==> src/rtl/commut_pkg.sv <==
package commut_pkg;

    localparam int ANG_W      = 9;
    localparam int FULL_TURN  = 360;
    localparam int SECTOR_DEG = 60;
    localparam int N_SECTORS  = 6;
    localparam int DYN_W      = 6;
    localparam int POLE_W     = 3;
    localparam int MAX_POLES  = 6;

    typedef logic [ANG_W-1:0] angle_t;

    typedef struct packed {
        logic u;
        logic v;
        logic w;
    } phase_t;

    typedef enum logic [1:0] {
        ADV_NONE = 2'd0,
        ADV_TWO  = 2'd1,
        ADV_FOUR = 2'd2,
        ADV_EIGHT = 2'd3
    } adv_code_e;

    function automatic logic [3:0] static_deg(input logic [1:0] code);
        case (adv_code_e'(code))
            ADV_NONE:  return 4'd0;
            ADV_TWO:   return 4'd2;
            ADV_FOUR:  return 4'd4;
            default:   return 4'd8;
        endcase
    endfunction

    function automatic logic [POLE_W-1:0] pole_pairs(input logic [POLE_W-1:0] code);
        if (code >= POLE_W'(MAX_POLES - 1))
            return POLE_W'(MAX_POLES);
        else
            return code + POLE_W'(1);
    endfunction

    function automatic phase_t sector_phase(input logic [2:0] sec);
        case (sec)
            3'd0:    return '{u: 1'b1, v: 1'b0, w: 1'b0};
            3'd1:    return '{u: 1'b1, v: 1'b1, w: 1'b0};
            3'd2:    return '{u: 1'b0, v: 1'b1, w: 1'b0};
            3'd3:    return '{u: 1'b0, v: 1'b1, w: 1'b1};
            3'd4:    return '{u: 1'b0, v: 1'b0, w: 1'b1};
            default: return '{u: 1'b1, v: 1'b0, w: 1'b1};
        endcase
    endfunction

endpackage

==> src/rtl/dir_tracker.sv <==
module dir_tracker
    import commut_pkg::*;
#(
    parameter int SYNC_STAGES = 2,
    parameter int DW          = DYN_W
) (
    input  logic          clk,
    input  logic          rst,
    input  logic          dir_in,
    input  logic          dyn_wr,
    input  logic [DW-1:0] dyn_data,
    output logic          dir_eff,
    output logic [DW-1:0] dyn_val
);

    localparam int LAST = SYNC_STAGES - 1;

    logic [SYNC_STAGES-1:0] sync_q;
    logic [DW-1:0]          dyn_q;
    logic                   dir_chg;

    // synchroniser chain, one flop per stage
    always_ff @(posedge clk) begin
        if (rst) sync_q[0] <= 1'b0;
        else     sync_q[0] <= dir_in;
    end

    for (genvar g = 1; g < SYNC_STAGES; g++) begin : g_sync
        always_ff @(posedge clk) begin
            if (rst) sync_q[g] <= 1'b0;
            else     sync_q[g] <= sync_q[g-1];
        end
    end

    assign dir_chg = sync_q[LAST] ^ sync_q[LAST-1];

    // dynamic advance register: a reversal clears it, even over a write
    always_ff @(posedge clk) begin
        if (rst)          dyn_q <= '0;
        else if (dir_chg) dyn_q <= '0;
        else if (dyn_wr)  dyn_q <= dyn_data;
    end

    assign dir_eff = sync_q[LAST];
    assign dyn_val = dyn_q;


    dyn_source_chk: assert property (@(posedge clk) disable iff (rst)
        !$stable(dyn_q) |-> (dyn_q == '0 || $past(dyn_wr)));

endmodule

==> src/rtl/angle_offset.sv <==
module angle_offset
    import commut_pkg::*;
#(
    parameter int AW = ANG_W,
    parameter int DW = DYN_W
) (
    input  logic [AW-1:0] raw_ang,
    input  logic [AW-1:0] zero_ang,
    input  logic [1:0]    stat_code,
    input  logic [DW-1:0] dyn_val,
    input  logic          dir_ccw,
    output logic [AW-1:0] adj_ang
);

    localparam int SW = AW + 1;
    localparam logic [SW-1:0] TURN = SW'(FULL_TURN);

    logic [SW-1:0] base_sum, base, adv, fwd, rev;

    always_comb begin
        base_sum = SW'(raw_ang) + SW'(zero_ang);
        base     = (base_sum >= TURN) ? base_sum - TURN : base_sum;
        adv      = SW'(static_deg(stat_code)) + SW'(dyn_val);
        fwd      = base + adv;
        if (fwd >= TURN) fwd = fwd - TURN;
        rev      = (base >= adv) ? base - adv : base + TURN - adv;
        adj_ang  = dir_ccw ? rev[AW-1:0] : fwd[AW-1:0];
    end

endmodule

==> src/rtl/sector_map.sv <==
module sector_map
    import commut_pkg::*;
#(
    parameter int AW = ANG_W
) (
    input  logic [AW-1:0]     adj_ang,
    input  logic [POLE_W-1:0] pole_code,
    output phase_t            phase
);

    localparam int EW = AW + POLE_W;
    localparam logic [EW-1:0] SEC_W  = EW'(SECTOR_DEG);
    localparam logic [EW-1:0] NSEC_W = EW'(N_SECTORS);

    logic [EW-1:0] elec_full;
    logic [EW-1:0] sec_full;

    always_comb begin
        elec_full = EW'(adj_ang) * EW'(pole_pairs(pole_code));
        sec_full  = (elec_full / SEC_W) % NSEC_W;
        phase     = sector_phase(sec_full[2:0]);
    end

endmodule

==> src/rtl/phase_commutator.sv <==
module phase_commutator
    import commut_pkg::*;
#(
    parameter int AW          = ANG_W,
    parameter int DW          = DYN_W,
    parameter int SYNC_STAGES = 2
) (
    input  logic              clk,
    input  logic              rst,
    input  logic [AW-1:0]     mech_angle,
    input  logic              angle_valid,
    input  logic [AW-1:0]     zero_angle,
    input  logic [POLE_W-1:0] pole_code,
    input  logic [1:0]        adv_static_code,
    input  logic [DW-1:0]     adv_dyn_data,
    input  logic              adv_dyn_wr,
    input  logic              dir_in,
    output logic              phase_u,
    output logic              phase_v,
    output logic              phase_w
);

    logic          dir_eff;
    logic [DW-1:0] dyn_val;
    logic [AW-1:0] adj_ang;
    phase_t        phase_nxt, phase_q;

    dir_tracker #(.SYNC_STAGES(SYNC_STAGES), .DW(DW)) dir_i (
        .clk      (clk),
        .rst      (rst),
        .dir_in   (dir_in),
        .dyn_wr   (adv_dyn_wr),
        .dyn_data (adv_dyn_data),
        .dir_eff  (dir_eff),
        .dyn_val  (dyn_val)
    );

    angle_offset #(.AW(AW), .DW(DW)) ofs_i (
        .raw_ang   (mech_angle),
        .zero_ang  (zero_angle),
        .stat_code (adv_static_code),
        .dyn_val   (dyn_val),
        .dir_ccw   (dir_eff),
        .adj_ang   (adj_ang)
    );

    sector_map #(.AW(AW)) sec_i (
        .adj_ang   (adj_ang),
        .pole_code (pole_code),
        .phase     (phase_nxt)
    );

    always_ff @(posedge clk) begin
        if (rst)               phase_q <= '0;
        else if (!angle_valid) phase_q <= '0;
        else                   phase_q <= phase_nxt;
    end

    assign phase_u = phase_q.u;
    assign phase_v = phase_q.v;
    assign phase_w = phase_q.w;


    unlock_zero_chk: assert property (@(posedge clk) disable iff (rst)
        !angle_valid |=> ({phase_u, phase_v, phase_w} == 3'b000));


    legal_code_chk: assert property (@(posedge clk) disable iff (rst)
        angle_valid |=> ({phase_u, phase_v, phase_w} != 3'b000 &&
                         {phase_u, phase_v, phase_w} != 3'b111));


    dyn_clear_chk: assert property (@(posedge clk) disable iff (rst)
        !$stable(dir_eff) |-> (dyn_val == '0));


    adj_range_chk: assert property (@(posedge clk) disable iff (rst)
        (mech_angle < AW'(FULL_TURN) && zero_angle < AW'(FULL_TURN))
        |-> (adj_ang < AW'(FULL_TURN)));

endmodule

==> config.mk <==
export PLATFORM = sky130hd
export DESIGN_NAME = phase_commutator
export DESIGN_NICKNAME = d
export VERILOG_FILES = /design/src/rtl/commut_pkg.sv /design/src/rtl/dir_tracker.sv /design/src/rtl/angle_offset.sv /design/src/rtl/sector_map.sv /design/src/rtl/phase_commutator.sv
export SDC_FILE = /design/constraint.sdc
export NUM_CORES = 1
export LEC_CHECK = 0
export BUFFER_PORTS_ARGS = -buffer_cell sky130_fd_sc_hd__buf_2
export CORE_ASPECT_RATIO = 0.7
export CORE_MARGIN = 1.5
export CORE_UTILIZATION = 40
export CTS_CLUSTER_SIZE = 8
export DETAILED_ROUTE_END_ITERATION = 10
export MAX_ROUTING_LAYER = met4
export PLACE_DENSITY_LB_ADDON = 0.1
export SLEW_MARGIN = 20
export SYNTH_ARGS = -nofsm -noshare
export SYNTH_HDL_FRONTEND = slang
export SYNTH_SLANG_ARGS = --single-unit
==> constraint.sdc <==
create_clock -name clk -period 16 [get_ports clk]
set_input_delay 3.2 -clock clk [delete_from_list [all_inputs] [get_ports clk]]
set_output_delay 3.2 -clock clk [all_outputs]
set_load 0.05 [all_outputs]
* After elaboration in Yosys (flattened, before gate mapping)
Index checks and enable logic that the tools add are counted.
Cells by class: equality and inequality tests 6, reductions and logical operators 4, magnitude comparators 4, $mul 1, div/mod/pow operators 2, $add $sub $neg 9, mux-type cells 7, bitwise operators 2
Operator list (count):
- $mux W9 | 3
- $ge A10 B9 Y1 const B | 2
- $sub A9 B9 Y9 | 2
- $pmux W3 S5 | 1
- $div A12 B6 Y12 const B | 1
- $mod A12 B3 Y12 const B | 1
- $mul A9 B3 Y12 | 1
- $pmux W4 S3 | 1
- $add A10 B7 Y10 | 1
- $add A9 B9 Y10 | 1
- $ge A10 B7 Y1 | 1
- $mux W10 | 1
- $sub A10 B9 Y10 const B | 1
- $add A9 B9 Y9 const B | 1
- $sub A9 B9 Y9 const B | 1
- $add A4 B6 Y7 | 1
- $eq A3 B2 Y1 const B | 2
- $reduce_or A2 Y1 | 2
- $add A3 B1 Y3 const B | 1
- $eq A3 B1 Y1 const B | 1
- $eq A3 B3 Y1 const B | 1
- $ge A3 B3 Y1 const B | 1
- $logic_not A3 Y1 | 1
- $mux W3 | 1
- other kinds (5) | 5
Word-level totals: flip-flop bits (word level) 11, output and inout port bits 3, logic and storage cells 41, input port bits 34

* Depth between registers and ports, before layout
depth after elaboration 12, gate-level depth with buffers 50, gate-level depth less buffers 48

* Hierarchy
Synthesis repeated with hierarchy kept, for this count alone.
Unflattened totals: cells, all modules 644, area, all modules 4939.7 um2
By module, submodules not included:
- angle_offset | cells each 321, sequential area each 0.0 um2, instances 1, area an instance 2444.8 um2
- sector_map | cells each 292, sequential area each 0.0 um2, instances 1, area an instance 2110.8 um2
- dir_tracker | cells each 25, sequential area each 160.2 um2, instances 1, area an instance 297.8 um2
- phase_commutator | cells each 6, sequential area each 60.1 um2, instances 1, area an instance 86.3 um2

* Least setup slack after synthesis
No wires, ideal clock.
path type input to register, from input mech_angle[0], to register phase_q, in the netlist phase_v, data required time 15905 ps, cell stages on the path 50, data arrival time 12021 ps, path buffers 2, setup slack 3884 ps, library setup time 95 ps, path through ha_1 inv_1 fa_1 nor2b_1 o21ai_0 a21boi_0 o21ai_0 a21boi_1 o21a_1 or3_1 and2_1 a21oi_1 xor2_1 ha_1 inv_1 o21bai_1 a21oi_1 xnor2_1 [... 14 more ...] o211a_2 nand2_1 nand2_1 o21ai_0 ha_1 and3_1 o211ai_1 and2_1 clkbuf_1 nor2_1 a211oi_1 a31oi_1 ha_1 a31oi_1 and2_1 a21boi_0 o22a_1 a221oi_1
On the way: longest elaborated chain between the ends 12, elaborated cells between the ends (all ways) 23, those cells by class add/sub: 7; mul: 1; div: 2; order compare: 3; eq/ne: 4; mux: 5; reduce/logical: 1
RTL lines:
- from (decl) | RTL line phase_commutator.sv:10 | input logic [AW-1:0] mech_angle,
- $add A9 B9 Y10 (*) | RTL line angle_offset.sv:21 | base_sum = SW'(raw_ang) + SW'(zero_ang);
- $sub A10 B9 Y10 / $ge A10 B9 Y1 (equally long branches) | RTL line angle_offset.sv:22 | base = (base_sum >= TURN) ? base_sum - TURN : base_sum;
- $mux W10 (*) | RTL line angle_offset.sv:22
- $add A10 B7 Y10 / $add A9 B9 Y9 (equally long branches) | RTL line angle_offset.sv:24, angle_offset.sv:26
- $sub A9 B9 Y9 (tied with other cells) | RTL line angle_offset.sv:25 | if (fwd >= TURN) fwd = fwd - TURN;
- $mux W9 (on tied branches) | RTL line angle_offset.sv:25, angle_offset.sv:26
- $mux W9 (*) | RTL line angle_offset.sv:27 | adj_ang = dir_ccw ? rev[AW-1:0] : fwd[AW-1:0];
- $mul A9 B3 Y12 (*) | RTL line sector_map.sv:19 | elec_full = EW'(adj_ang) * EW'(pole_pairs(pole_code));
- $div A12 B6 Y12 (*) | RTL line sector_map.sv:20 | sec_full = (elec_full / SEC_W) % NSEC_W;
- $mod A12 B3 Y12 (*) | RTL line sector_map.sv:20
- $eq A3 B3 Y1 (tied with other cells) | RTL line commut_pkg.sv:43 | case (sec)
- $pmux W3 S5 (*) | RTL line commut_pkg.sv:43
- to (signal assigned) | RTL line phase_commutator.sv:56 | else phase_q <= phase_nxt;
- to (decl) | RTL line phase_commutator.sv:26 | phase_t phase_nxt, phase_q;
Mark *: on every way between the ends. The rest lies on a longest branch, timed or not. A chain may end at the register's enable or synchronous reset.

* Final worst setup path
Same ends and word-level chain as after synthesis.

==> impl_metrics.yaml <==
outcome:
  status: "finished, final reports clean"
die:
  initial_core_util_pct: 41.66
  floorplan.die.height_um: 90.38
  placement_rows: 31
  die_area_um2: 11550
  chipWidth_um: 127.8
  ios: 37
  core-area_um2: 10470
sta:
  finalHoldViolations: 0
  min_period_ns: 13.46
  worstMarginPinSlew_ns: 0.8700
  clock.fmax_mhz: 74.28
  timing.max_slew.rel_slack_pct: 41.39
  report.final.slew_viol_count: 0
  grt_setup_unrepaired: "false"
  finalClockSkew_ns: 0.001189
  layout_worst_path_cycle_share_pct: 84.14
  final_total_negative_setup_slack_ns: 0
  final_report_setup_violation_count: 0
run:
  max_cap_viol_count: 0
yosys:
  synth_top_area_share_pct: 15.20
  synth.avg_cell_area_um2: 7.458
  synth.net_count: 688
  yosys-top-cells-area: "ha_1 (15%), fa_1 (7.3%), xnor2_1 (5.8%), a21oi_1 (5.0%), dfxtp_1 (5.0%)"
  synth_top_flop_cell: "dfxtp_1"
  synth_enable_flop_cells: 0
  synth_adder_area_share_pct: 22.80
  synthSimpleGateAreaFrac_pct: 22.02
  ys_types: 84
  synth_warnings: 0
  yosysSeqAreaShare_pct: 5.047
  main_combinational_cell_family_by_area_after_synthesis: "compound AO/OA/AOI/OAI gates"
  synth_async_sr_flop_share_pct: 0
  post_synth_instance_area_um2: 4363
  synth_compound_gate_area_share_pct: 31.63
  yosys_register_bits: 11
  netlist.top_cell.by_area: "ha_1"
  yosys.area_share.xor_xnor_pct: 8.603
  synth.mux.area_fraction_pct: 3.499
  syn_inst: 585
layout:
  syn_to_final_growth_pct: 8.231
  final_common_cell: "inv_1"
  fillerInstances: 1082
  commonest_cells_after_routing_fill_and_taps_aside: "inv_1 (57), ha_1 (53), nor2_1 (48), a21oi_1 (44)"
  n_antenna_cell: 0
  drive_above_1_share_pct: 11.42
  final_nets: 717
cts:
  tritoncts: "done"
  clockRootBuffer: "clkbuf_16"
  cts_buffers: 3
  clock_tree.htree_level_count: 1
  ctsResizeCount: 0
  clock_path_buffers: 2
  post_cts_repair_timing_setup_buffer_count: 0
  cts.reportedPaths.clkPinSlew_ns: 0.04
  clock_insertion_delay_worst_skew_ns: 0.24
  tritoncts_num_sinks: 11
  cts_hold_buf: 0
global_route:
  maximum_number_of_pins_on_one_net_before_global_route_repair: 22
  grt-ovfl-total: 0
  global_route.usage.total_pct: 19.88
  grt_pass1_wl_um: 19020
  antenna_found_initial: 0
  first_global_vias: 4082
critical_path:
  required_ns: 16.10
  worstSetupPathType: "input port to register"
  worstReg2RegStart: "dir_i.dyn_val[1]"
  timing.critical_path.slowest_cell_delay_ns: 0.72
  critical_path.endpoint_type: "register"
  critical_path_depth: 46
  crit_start: "mech_angle[0]"
  reg2reg_setup_slack_ns: 6.98
  number_of_cells_traversed_by_the_worst_register_to_register_path: 35
  critical_path.n_buffers_inverters: 5
  crit_end: "phase_v"
  cp_top_family: "compound AO/OA/AOI/OAI gates"
  critPathMaxFanout: 8
  capturing_point_of_the_worst_reg2reg_path: "phase_v"
  path_common_cell: "ha_1"
  crit_path_top_delay_cell: "o31ai_1"
  critical_path.startpoint_type: "input port"
  worstPathArrival_ns: 13.56
placed_design:
  dpl.hpwl_um: 9280
  routabilityCongestion: 0.8905
  buffer_ports.inserted: 36
route:
  dr_vias_cell: 5.817
  first_pass_iters: 4
  ant_nets: 0
  drt-wirelength-per-cell_um: 14.83
  route.detailed.drc: 0
  detail_route.iter0.violations: 308
  vias: 4334
  drt_wl_total_um: 11050
min_path:
  min-delay-path-class: "register to register"
[cell usage after synthesis, types with 11 or more instances]
| master | count |
|---|---|
| xor2_1 | 12 |
| nand2_1 | 36 |
| a21oi_1 | 44 |
| xnor2_1 | 29 |
| nor2_1 | 48 |
| fa_1 | 16 |
| a21o_1 | 13 |
| inv_1 | 57 |
| nand2b_1 | 13 |
| a211oi_1 | 12 |
| mux2i_1 | 13 |
| o21ai_0 | 26 |
| dfxtp_1 | 11 |
| nand3_1 | 22 |
| ha_1 | 53 |
| o21bai_1 | 11 |
[registers in the layout, indices dropped and copies added, names as in the netlist]
register / count
phase_v: 1
dir_i.sync_q: 1
dir_i.dir_eff: 1
phase_u: 1
phase_w: 1
dir_i.dyn_val: 6
[per-layer routing]
| metal | routed length (um) | vias up | GRT usage [%] | part of all wire (%) |
|---|---|---|---|---|
| met5 | 0 | - | - | 0 |
| met4 | 36 | 0 | 1.779 | 0.33 |
| met3 | 443 | 6 | 0.5924 | 4.0 |
| met2 | 4286 | 105 | 27.64 | 39 |
| met1 | 6283 | 2028 | 32.31 | 57 |
| li1 | - | 2195 | - | - |
[stage by stage]
stage	hold WS, ns	worst slack (ns)	instance area [um2]	utilization, %	instances
detailed placement	0.4685	2.508	4643	44.34	741
floorplan	0.4570	3.884	4363	-	585
CTS	0.4740	2.658	4722	45.09	745
global placement	0.4642	2.491	4643	44.34	741
finish	0.4750	2.538	4722	45.09	745
global route	0.4959	1.376	4722	45.09	745
[final cells by class]
cell class              count  area, um2  share of cell area, %
repair buffers             36      180.2                  3.816
inverters                  57      214.0                  4.531
multi-input cells         505       3864                  81.82
flip-flops and latches     11      220.2                  4.663
clock buffers               4      78.83                  1.669
well taps                 132      165.2                  3.498
[worst min path at each step]
stage	cells after the start	endpoint	from
2_1_floorplan	1	dir_i.dir_eff	dir_i.sync_q[0]
5_1_grt	1	dir_i.dir_eff	dir_i.sync_q[0]
6_report	1	dir_i.dir_eff	dir_i.sync_q[0]
3_3_place_gp	1	dir_i.dir_eff	dir_i.sync_q[0]
4_1_cts	1	dir_i.dir_eff	dir_i.sync_q[0]
3_5_place_dp	1	dir_i.dir_eff	dir_i.sync_q[0]
[cell families (layout without fill, tap and decap cells)]
family,count (synthesis),after routing
AO/OA/AOI/OAI,193,193
XOR/XNOR,42,42
adder cells (fa/ha/maj),70,70
buffers and inverters,69,97
flip-flops,11,11
multiplexers,15,15
AND/OR/NAND/NOR,185,185
Power is left out: the tool's default activity adds up to more than one toggle a clock period on the data nets, which glitch-free logic cannot reach.
